--- config.mk ---
export PLATFORM = sky130hd
export DESIGN_NAME = fgx
export DESIGN_NICKNAME = d
export VERILOG_FILES = /design/src/rtl/fgx_pkg.sv /design/src/rtl/fgx_slot_chain.sv /design/src/rtl/fgx_thread_ctl.sv /design/src/rtl/fgx_out_stage.sv /design/src/rtl/fgx.sv
export SDC_FILE = /design/constraint.sdc
export NUM_CORES = 2
export LEC_CHECK = 0
export CAP_MARGIN = 20
export CORE_AREA = 2 2 345 347
export CTS_CLUSTER_DIAMETER = 50
export DETAILED_ROUTE_END_ITERATION = 10
export DIE_AREA = 0 0 347 349
export DONT_BUFFER_PORTS = 1
export PLACE_DENSITY_LB_ADDON = 0.3
export SLEW_MARGIN = 25
export SYNTH_ARGS = -nofsm -noshare
export SYNTH_HDL_FRONTEND = slang
export SYNTH_HIERARCHICAL = 1
export SYNTH_SLANG_ARGS = --single-unit
--- constraint.sdc ---
create_clock -name clk -period 13.6 [get_ports clk]
set_input_delay 2.72 -clock clk [delete_from_list [all_inputs] [get_ports clk]]
set_output_delay 2.72 -clock clk [all_outputs]
set_load 0.02 [all_outputs]
--- src/rtl/fgx_pkg.sv ---
package fgx_pkg;
  typedef enum logic [1:0] {
    THR_RUN   = 2'd0,
    THR_QPEND = 2'd1,
    THR_TRAP  = 2'd2
  } thr_state_t;
endpackage

--- src/rtl/fgx_slot_chain.sv ---
module fgx_slot_chain #(
  parameter int          W            = 4,
  parameter int          LINE_BYTES   = 32,
  parameter int          PC_W         = 32,
  parameter logic [31:0] QUIESCE_WORD = 32'h7FFF_FFF0
) (
  input  logic [LINE_BYTES*8-1:0]     line_data,
  input  logic [PC_W-1:0]             start_pc,
  input  logic [W-1:0]                pred_ctrl,
  input  logic [W-1:0]                pred_taken,
  input  logic [W*PC_W-1:0]           pred_tgt,
  output logic [W-1:0]                slot_vld,
  output logic [W*32-1:0]             slot_instr,
  output logic [W*PC_W-1:0]           slot_pc,
  output logic                        hit_quiesce,
  output logic [PC_W-1:0]             last_next,
  output logic [$clog2(W+1)-1:0]      br_cnt,
  output logic [$clog2(W+1)-1:0]      tk_cnt
);
  localparam int WORDS = LINE_BYTES / 4;
  localparam int OFF_W = $clog2(LINE_BYTES);
  localparam int CNT_W = $clog2(W+1);

  logic [PC_W-1:0] base_pc;
  int              w0;

  assign base_pc = {start_pc[PC_W-1:2], 2'b00};
  assign w0      = int'(base_pc[OFF_W-1:2]);

  // Walk the slots in order; a slot lives while the previous one lived,
  // did not stop the group, and the word is still inside the line.
  always_comb begin
    logic            run;
    int              widx;
    logic            inl;
    logic [PC_W-1:0] pc_i;
    logic [PC_W-1:0] nxt_i;
    logic [31:0]     ins;
    logic            tk;
    logic            alive_i;
    logic            stop_i;
    slot_vld    = '0;
    slot_instr  = '0;
    slot_pc     = '0;
    hit_quiesce = 1'b0;
    last_next   = base_pc + PC_W'(4);
    br_cnt      = '0;
    tk_cnt      = '0;
    run         = 1'b1;
    for (int i = 0; i < W; i++) begin
      widx    = w0 + i;
      inl     = (widx < WORDS);
      pc_i    = base_pc + PC_W'(4 * i);
      ins     = line_data[(inl ? widx : 0) * 32 +: 32];
      tk      = pred_ctrl[i] & pred_taken[i];
      nxt_i   = tk ? pred_tgt[i*PC_W +: PC_W] : pc_i + PC_W'(4);
      stop_i  = (ins == QUIESCE_WORD) || (nxt_i != pc_i + PC_W'(4));
      alive_i = run && inl;
      if (alive_i) begin
        slot_vld[i]                 = 1'b1;
        slot_instr[i*32 +: 32]      = ins;
        slot_pc[i*PC_W +: PC_W]     = pc_i;
        last_next                   = nxt_i;
        if (ins == QUIESCE_WORD) hit_quiesce = 1'b1;
        if (pred_ctrl[i])        br_cnt = br_cnt + CNT_W'(1);
        if (tk)                  tk_cnt = tk_cnt + CNT_W'(1);
      end
      run = alive_i && !stop_i;
    end
  end
endmodule

--- src/rtl/fgx_thread_ctl.sv ---
module fgx_thread_ctl #(
  parameter int W     = 4,
  parameter int SEQ_W = 16
) (
  input  logic                   clk,
  input  logic                   rst_n,
  input  logic                   accept,
  input  logic                   fault,
  input  logic                   quiesce,
  input  logic [$clog2(W+1)-1:0] count,
  input  logic                   resume,
  output fgx_pkg::thr_state_t    state,
  output logic [SEQ_W-1:0]       seq_base
);
  import fgx_pkg::*;

  thr_state_t       state_q;
  logic [SEQ_W-1:0] seq_q;

  always_ff @(posedge clk) begin
    if (!rst_n) begin
      state_q <= THR_RUN;
      seq_q   <= '0;
    end else begin
      if (accept) begin
        seq_q <= seq_q + SEQ_W'(count);
        if (fault)        state_q <= THR_TRAP;
        else if (quiesce) state_q <= THR_QPEND;
      end else if (resume) begin
        state_q <= THR_RUN;
      end
    end
  end

  assign state    = state_q;
  assign seq_base = seq_q;
endmodule

--- src/rtl/fgx_out_stage.sv ---
module fgx_out_stage #(
  parameter int PAY_W = 8
) (
  input  logic             clk,
  input  logic             rst_n,
  input  logic             load,
  input  logic [PAY_W-1:0] pay_in,
  input  logic             out_ready,
  output logic             out_valid,
  output logic [PAY_W-1:0] pay_out
);
  always_ff @(posedge clk) begin
    if (!rst_n) begin
      out_valid <= 1'b0;
      pay_out   <= '0;
    end else if (load) begin
      out_valid <= 1'b1;
      pay_out   <= pay_in;
    end else if (out_ready) begin
      out_valid <= 1'b0;
    end
  end
endmodule

--- src/rtl/fgx.sv ---
module fgx #(
  parameter int          W            = 4,
  parameter int          LINE_BYTES   = 32,
  parameter int          PC_W         = 32,
  parameter int          SEQ_W        = 16,
  parameter logic [31:0] QUIESCE_WORD = 32'h7FFF_FFF0,
  parameter logic [31:0] NOP_WORD     = 32'h5A5A_0000
) (
  input  logic                     clk,
  input  logic                     rst_n,
  input  logic                     in_valid,
  output logic                     in_ready,
  input  logic [LINE_BYTES*8-1:0]  in_line,
  input  logic [PC_W-1:0]          in_pc,
  input  logic [PC_W-1:0]          in_npc,
  input  logic                     in_fault,
  input  logic [W-1:0]             pred_ctrl,
  input  logic [W-1:0]             pred_taken,
  input  logic [W*PC_W-1:0]        pred_tgt,
  input  logic                     resume,
  output logic                     out_valid,
  input  logic                     out_ready,
  output logic [W-1:0]             out_slot_vld,
  output logic [W*32-1:0]          out_instr,
  output logic [W*PC_W-1:0]        out_pc,
  output logic [W*SEQ_W-1:0]       out_seq,
  output logic                     out_fault,
  output logic                     out_quiesce,
  output logic [PC_W-1:0]          out_upd_pc,
  output logic [PC_W-1:0]          out_upd_npc,
  output logic [PC_W-1:0]          out_upd_nnpc,
  output logic [$clog2(W+1)-1:0]   out_br_cnt,
  output logic [$clog2(W+1)-1:0]   out_tk_cnt,
  output logic [1:0]               thr_state
);
  import fgx_pkg::*;

  localparam int CNT_W = $clog2(W+1);
  localparam int PAY_W = W + W*32 + W*PC_W + 2 + 3*PC_W + 2*CNT_W + SEQ_W;

  logic [W-1:0]       c_vld;
  logic [W*32-1:0]    c_instr;
  logic [W*PC_W-1:0]  c_pc;
  logic               c_q;
  logic [PC_W-1:0]    c_next;
  logic [CNT_W-1:0]   c_br, c_tk;

  fgx_slot_chain #(
    .W(W), .LINE_BYTES(LINE_BYTES), .PC_W(PC_W), .QUIESCE_WORD(QUIESCE_WORD)
  ) u_chain (
    .line_data(in_line), .start_pc(in_pc), .pred_ctrl(pred_ctrl),
    .pred_taken(pred_taken), .pred_tgt(pred_tgt), .slot_vld(c_vld),
    .slot_instr(c_instr), .slot_pc(c_pc), .hit_quiesce(c_q),
    .last_next(c_next), .br_cnt(c_br), .tk_cnt(c_tk)
  );

  // Fault overrides extraction with a single filler slot.
  logic [W-1:0]       g_vld;
  logic [W*32-1:0]    g_instr;
  logic [W*PC_W-1:0]  g_pc;
  logic               g_q;
  logic [PC_W-1:0]    g_upc, g_unpc, g_unnpc;
  logic [CNT_W-1:0]   g_br, g_tk, g_cnt;

  always_comb begin
    if (in_fault) begin
      g_vld        = W'(1);
      g_instr      = '0;
      g_instr[31:0] = NOP_WORD;
      g_pc         = '0;
      g_pc[PC_W-1:0] = in_pc;
      g_q          = 1'b0;
      g_upc        = in_pc;
      g_unpc       = in_npc;
      g_unnpc      = in_npc + PC_W'(4);
      g_br         = '0;
      g_tk         = '0;
    end else begin
      g_vld        = c_vld;
      g_instr      = c_instr;
      g_pc         = c_pc;
      g_q          = c_q;
      g_upc        = c_next;
      g_unpc       = c_next + PC_W'(4);
      g_unnpc      = c_next + PC_W'(8);
      g_br         = c_br;
      g_tk         = c_tk;
    end
    g_cnt = CNT_W'($countones(g_vld));
  end

  thr_state_t       st;
  logic [SEQ_W-1:0] seq_base;
  logic             accept;

  assign in_ready = (st == THR_RUN) && (!out_valid || out_ready);
  assign accept   = in_valid && in_ready;

  fgx_thread_ctl #(.W(W), .SEQ_W(SEQ_W)) u_thr (
    .clk(clk), .rst_n(rst_n), .accept(accept), .fault(in_fault),
    .quiesce(g_q), .count(g_cnt), .resume(resume),
    .state(st), .seq_base(seq_base)
  );

  logic [PAY_W-1:0] pay_in, pay_out;
  logic [SEQ_W-1:0] out_seq_base;

  assign pay_in = {g_vld, g_instr, g_pc, in_fault, g_q, g_upc, g_unpc, g_unnpc,
                   g_br, g_tk, seq_base};

  fgx_out_stage #(.PAY_W(PAY_W)) u_out (
    .clk(clk), .rst_n(rst_n), .load(accept), .pay_in(pay_in),
    .out_ready(out_ready), .out_valid(out_valid), .pay_out(pay_out)
  );

  assign {out_slot_vld, out_instr, out_pc, out_fault, out_quiesce, out_upd_pc,
          out_upd_npc, out_upd_nnpc, out_br_cnt, out_tk_cnt, out_seq_base} = pay_out;

  for (genvar gi = 0; gi < W; gi++) begin : g_seq
    assign out_seq[gi*SEQ_W +: SEQ_W] = out_seq_base + SEQ_W'(gi);
  end

  assign thr_state = st;
endmodule

==> results.md <==
- Synth unique cells: 103
- Yosys reg bits: 399
- Final setup TNS: 0 ns
- Tmin final: 11.33 ns
- Antenna-violating nets left: 0
- Max-cap viol count: 0
- Die ar.: 121000 µm²
- Failing checks: max-slew violations
- Register area share after synthesis: 20.7%
- Initial core utilization: 32.8%
- Power per Cell Area: 108 nW/µm²
- Critical path arrival: 11.97 ns
- Worst Setup End Kind: flip-flop
- Global router's overall resource usage: 31.6%
- Clk_lat worst skew: 0.69 ns
- Overflow after GRT: 0
- Top-level I/O count: 894
- Leak Pwr: 15.4 nW
- Worst clock skew: 0.0440 ns
- Hold worst-path end: u_thr/seq_base[14]
- Critical R2R Capture: u_out/pay_out[323]
- CP Class: input pin to flip-flop
- Total wire length: 201 mm
- H-tree levels: 3
- Highest clock rate: 0.0882 GHz
- Worst-Margin Slew: 1.60 ns
- Number of enable flip-flop cells after synthesis: 0
- Ranking of synthesized cells by area: dfxtp_1 (21%), mux2i_1 (14%), nor2b_1 (10%), mux4_2 (7.8%), xnor2_1 (4.7%)
- Total core area: 117000 µm²
- Synth Warn #: 6
- First drt pass iteration count: 6
- Die X: 347 µm
- Yosys top cell by area: dfxtp_1
- Synth Flop Type: dfxtp_1
- Post-CTS Hold Buffers: 0
- Setup violations, final: 0
- Share of layout cells above drive strength 1: 8.86%
- WL/cell: 32.5 µm
- Worst IR Drop VDD: 84.9 µV
- Normalized max-slew margin: -6.88%
- Vias in the first global route: 34574
- CTS max path bufs: 3
- Via density: 6.01
- Resize count post-CTS: 0
- First-pass GRT wire length: 276 mm
- Final hold viol count: 0
- Mapped Cells: 4866
- Crit Path Max Fanout: 301
- Initial antenna violation count: 15
- Input/output buffers: 0
- Synth top area share: 20.7%
- CTS tree: built
- Ys async rst share: 0%
- FF-to-FF Start: u_thr/state[1]
- Placed instance count: 6014
- Hold WS: 0.493 ns
- Vias: 37086
- Number of stages on the worst hold path: 2
- Post-DP HPWL: 155 mm
- Num rows: 126
- Flop2flop setup slack: 9.40 ns
- Cell Area, Synth: 38600 µm²
- Crit share post-route: 83.3%
- Clock buffer count from CTS: 76
- Slew Viols, Final: 94
- WP data required: 14.23 ns
- Worst R2R Path Depth: 6
- Number of remaining DRC errors: 0
- Final #Nets: 5042
- Die H: 349 µm
- Clock-pin slew on the worst setup and hold paths: 0.05 ns
- Non-filler cells, final: 6168
- Syn Area/Cell: 7.92 µm²
- # clock sinks: 399
- Root Buffer: clkbuf_16
- RSZ-0062 raised after global routing: false
- Run status: finished, violations left
- Min-delay worst type: flip-flop to flip-flop
- Post-CTS Setup Bufs: 0
- Area delta synth->final: 7.88%
- GPL Wtd Cong: 1.04
- Largest net degree at the start of global routing: 439
- Worst setup SP type: input pin
- Starting DRT DRC Count: 4764
- Min-delay src: u_thr/seq_base[14]
[through the flow]
step	area, µm²	total power [mW]	utilization [%]	worst slack [ns]
floorplan	38600	2.21	-	2.39
global placement	38900	2.50	33.1	2.11
detailed placement	38900	2.51	33.1	1.94
CTS	41600	4.48	35.4	2.65
global route	41600	4.62	35.4	1.91
finish	41600	4.47	35.4	2.27
[registers in the layout, indices dropped and copies added (netlist names)]
register         count
u_thr/seq_base      16
u_out/pay_out      380
u_out/out_valid      1
u_thr/state          2
[cell usage in the layout (no fill, tap or decap), types with 20 or more instances in the layout]
master,n
nor2b_1,617
mux2i_1,538
nor2_1,474
nand2_1,423
dfxtp_1,399
o21ai_0,219
xnor2_1,207
inv_1,165
a21oi_1,138
mux4_2,134
xor2_1,123
nand4_1,88
nand3_1,81
clkbuf_16,76
nor3b_1,71
a211oi_1,68
a221oi_1,66
nor3_1,58
nor4_1,53
buf_4,49
o211ai_1,40
a22oi_1,38
a311oi_1,33
and3_1,29
mux2_2,20
[worst max path at each step]
| stage | from | end | cells after the start |
|---|---|---|---|
| after global placement | in_pc[3] | u_out/pay_out[73] | 23 |
| after floorplan | in_pc[2] | u_thr/seq_base[9] | 36 |
| after global routing | in_pc[3] | u_out/pay_out[71] | 23 |
| final | in_pc[2] | u_out/pay_out[73] | 23 |
| after CTS | in_pc[3] | u_out/pay_out[73] | 23 |
| after detailed placement | in_pc[3] | u_out/pay_out[73] | 23 |
[where the power goes]
part	total (mW)	switching (mW)	internal (mW)
Clock	1.95	0.768	1.18
Sequential	1.35	0.124	1.23
Combinational	1.17	0.720	0.452
Total	4.47	1.61	2.86
[cell families after synthesis]
kind of cell	synth area share [%]
AO/OA/AOI/OAI	12.5
XOR/XNOR	8.25
adder cells (fa/ha/maj)	0.818
buffers and inverters	7.16
flip-flops	20.7
multiplexers	22.4
other	0.0195
AND/OR/NAND/NOR	28.2
[critical path, stage by stage]
cell	delay, ns
inv_6	0.89
ha_2	0.81
inv_1	0.29
nor4_1	0.75
nand2_1	0.13
nor4_1	0.66
nand3_1	0.31
nor3_1	0.25
xnor2_1	0.13
xnor2_1	0.17
or4_1	0.55
nor4_2	0.46
o21bai_4	0.18
or2_4	0.58
mux2i_1	0.56
ha_1	0.35
nand3_1	0.21
nor4_1	0.73
nand2_1	0.14
xnor2_1	0.15
o21ai_1	0.13
mux2i_1	0.09
nor2b_1	0.15
[layer usage]
| metal | GRT usage [%] | part of all wire [%] | vias to the layer above |
|---|---|---|---|
| met4 | 17.2 | 6.1 | 10 |
| li1 | - | - | 16520 |
| met1 | 33.4 | 34 | 17778 |
| met5 | 0 | 0.036 | - |
| met3 | 15.0 | 14 | 466 |
| met2 | 51.9 | 46 | 2312 |
[layout make-up]
cell class	count	area (µm²)
Antenna cell	16	40.0
Clock buffer	97	2070
Clock inverter	41	548
Fill cell	12426	75900
Inverter	170	643
Multi-Input combinational cell	3858	28000
Sequential cell	399	7990
Tap cell	1536	1920
Timing Repair Buffer	51	415
[cells in the mapped netlist, drive strengths merged, types with 40 or more instances]
master	count
a211oi	70
a21oi	141
a221oi	66
buf	191
clkbuf	255
dfxtp	399
inv	168
mux2i	538
mux4	134
nand2	427
nand3	85
nand4	90
nor2	479
nor2b	617
nor3	60
nor3b	73
nor4	65
o211ai	40
o21ai	227
xnor2	208
xor2	123
No activity file was read; power rests on OpenSTA's default activity.
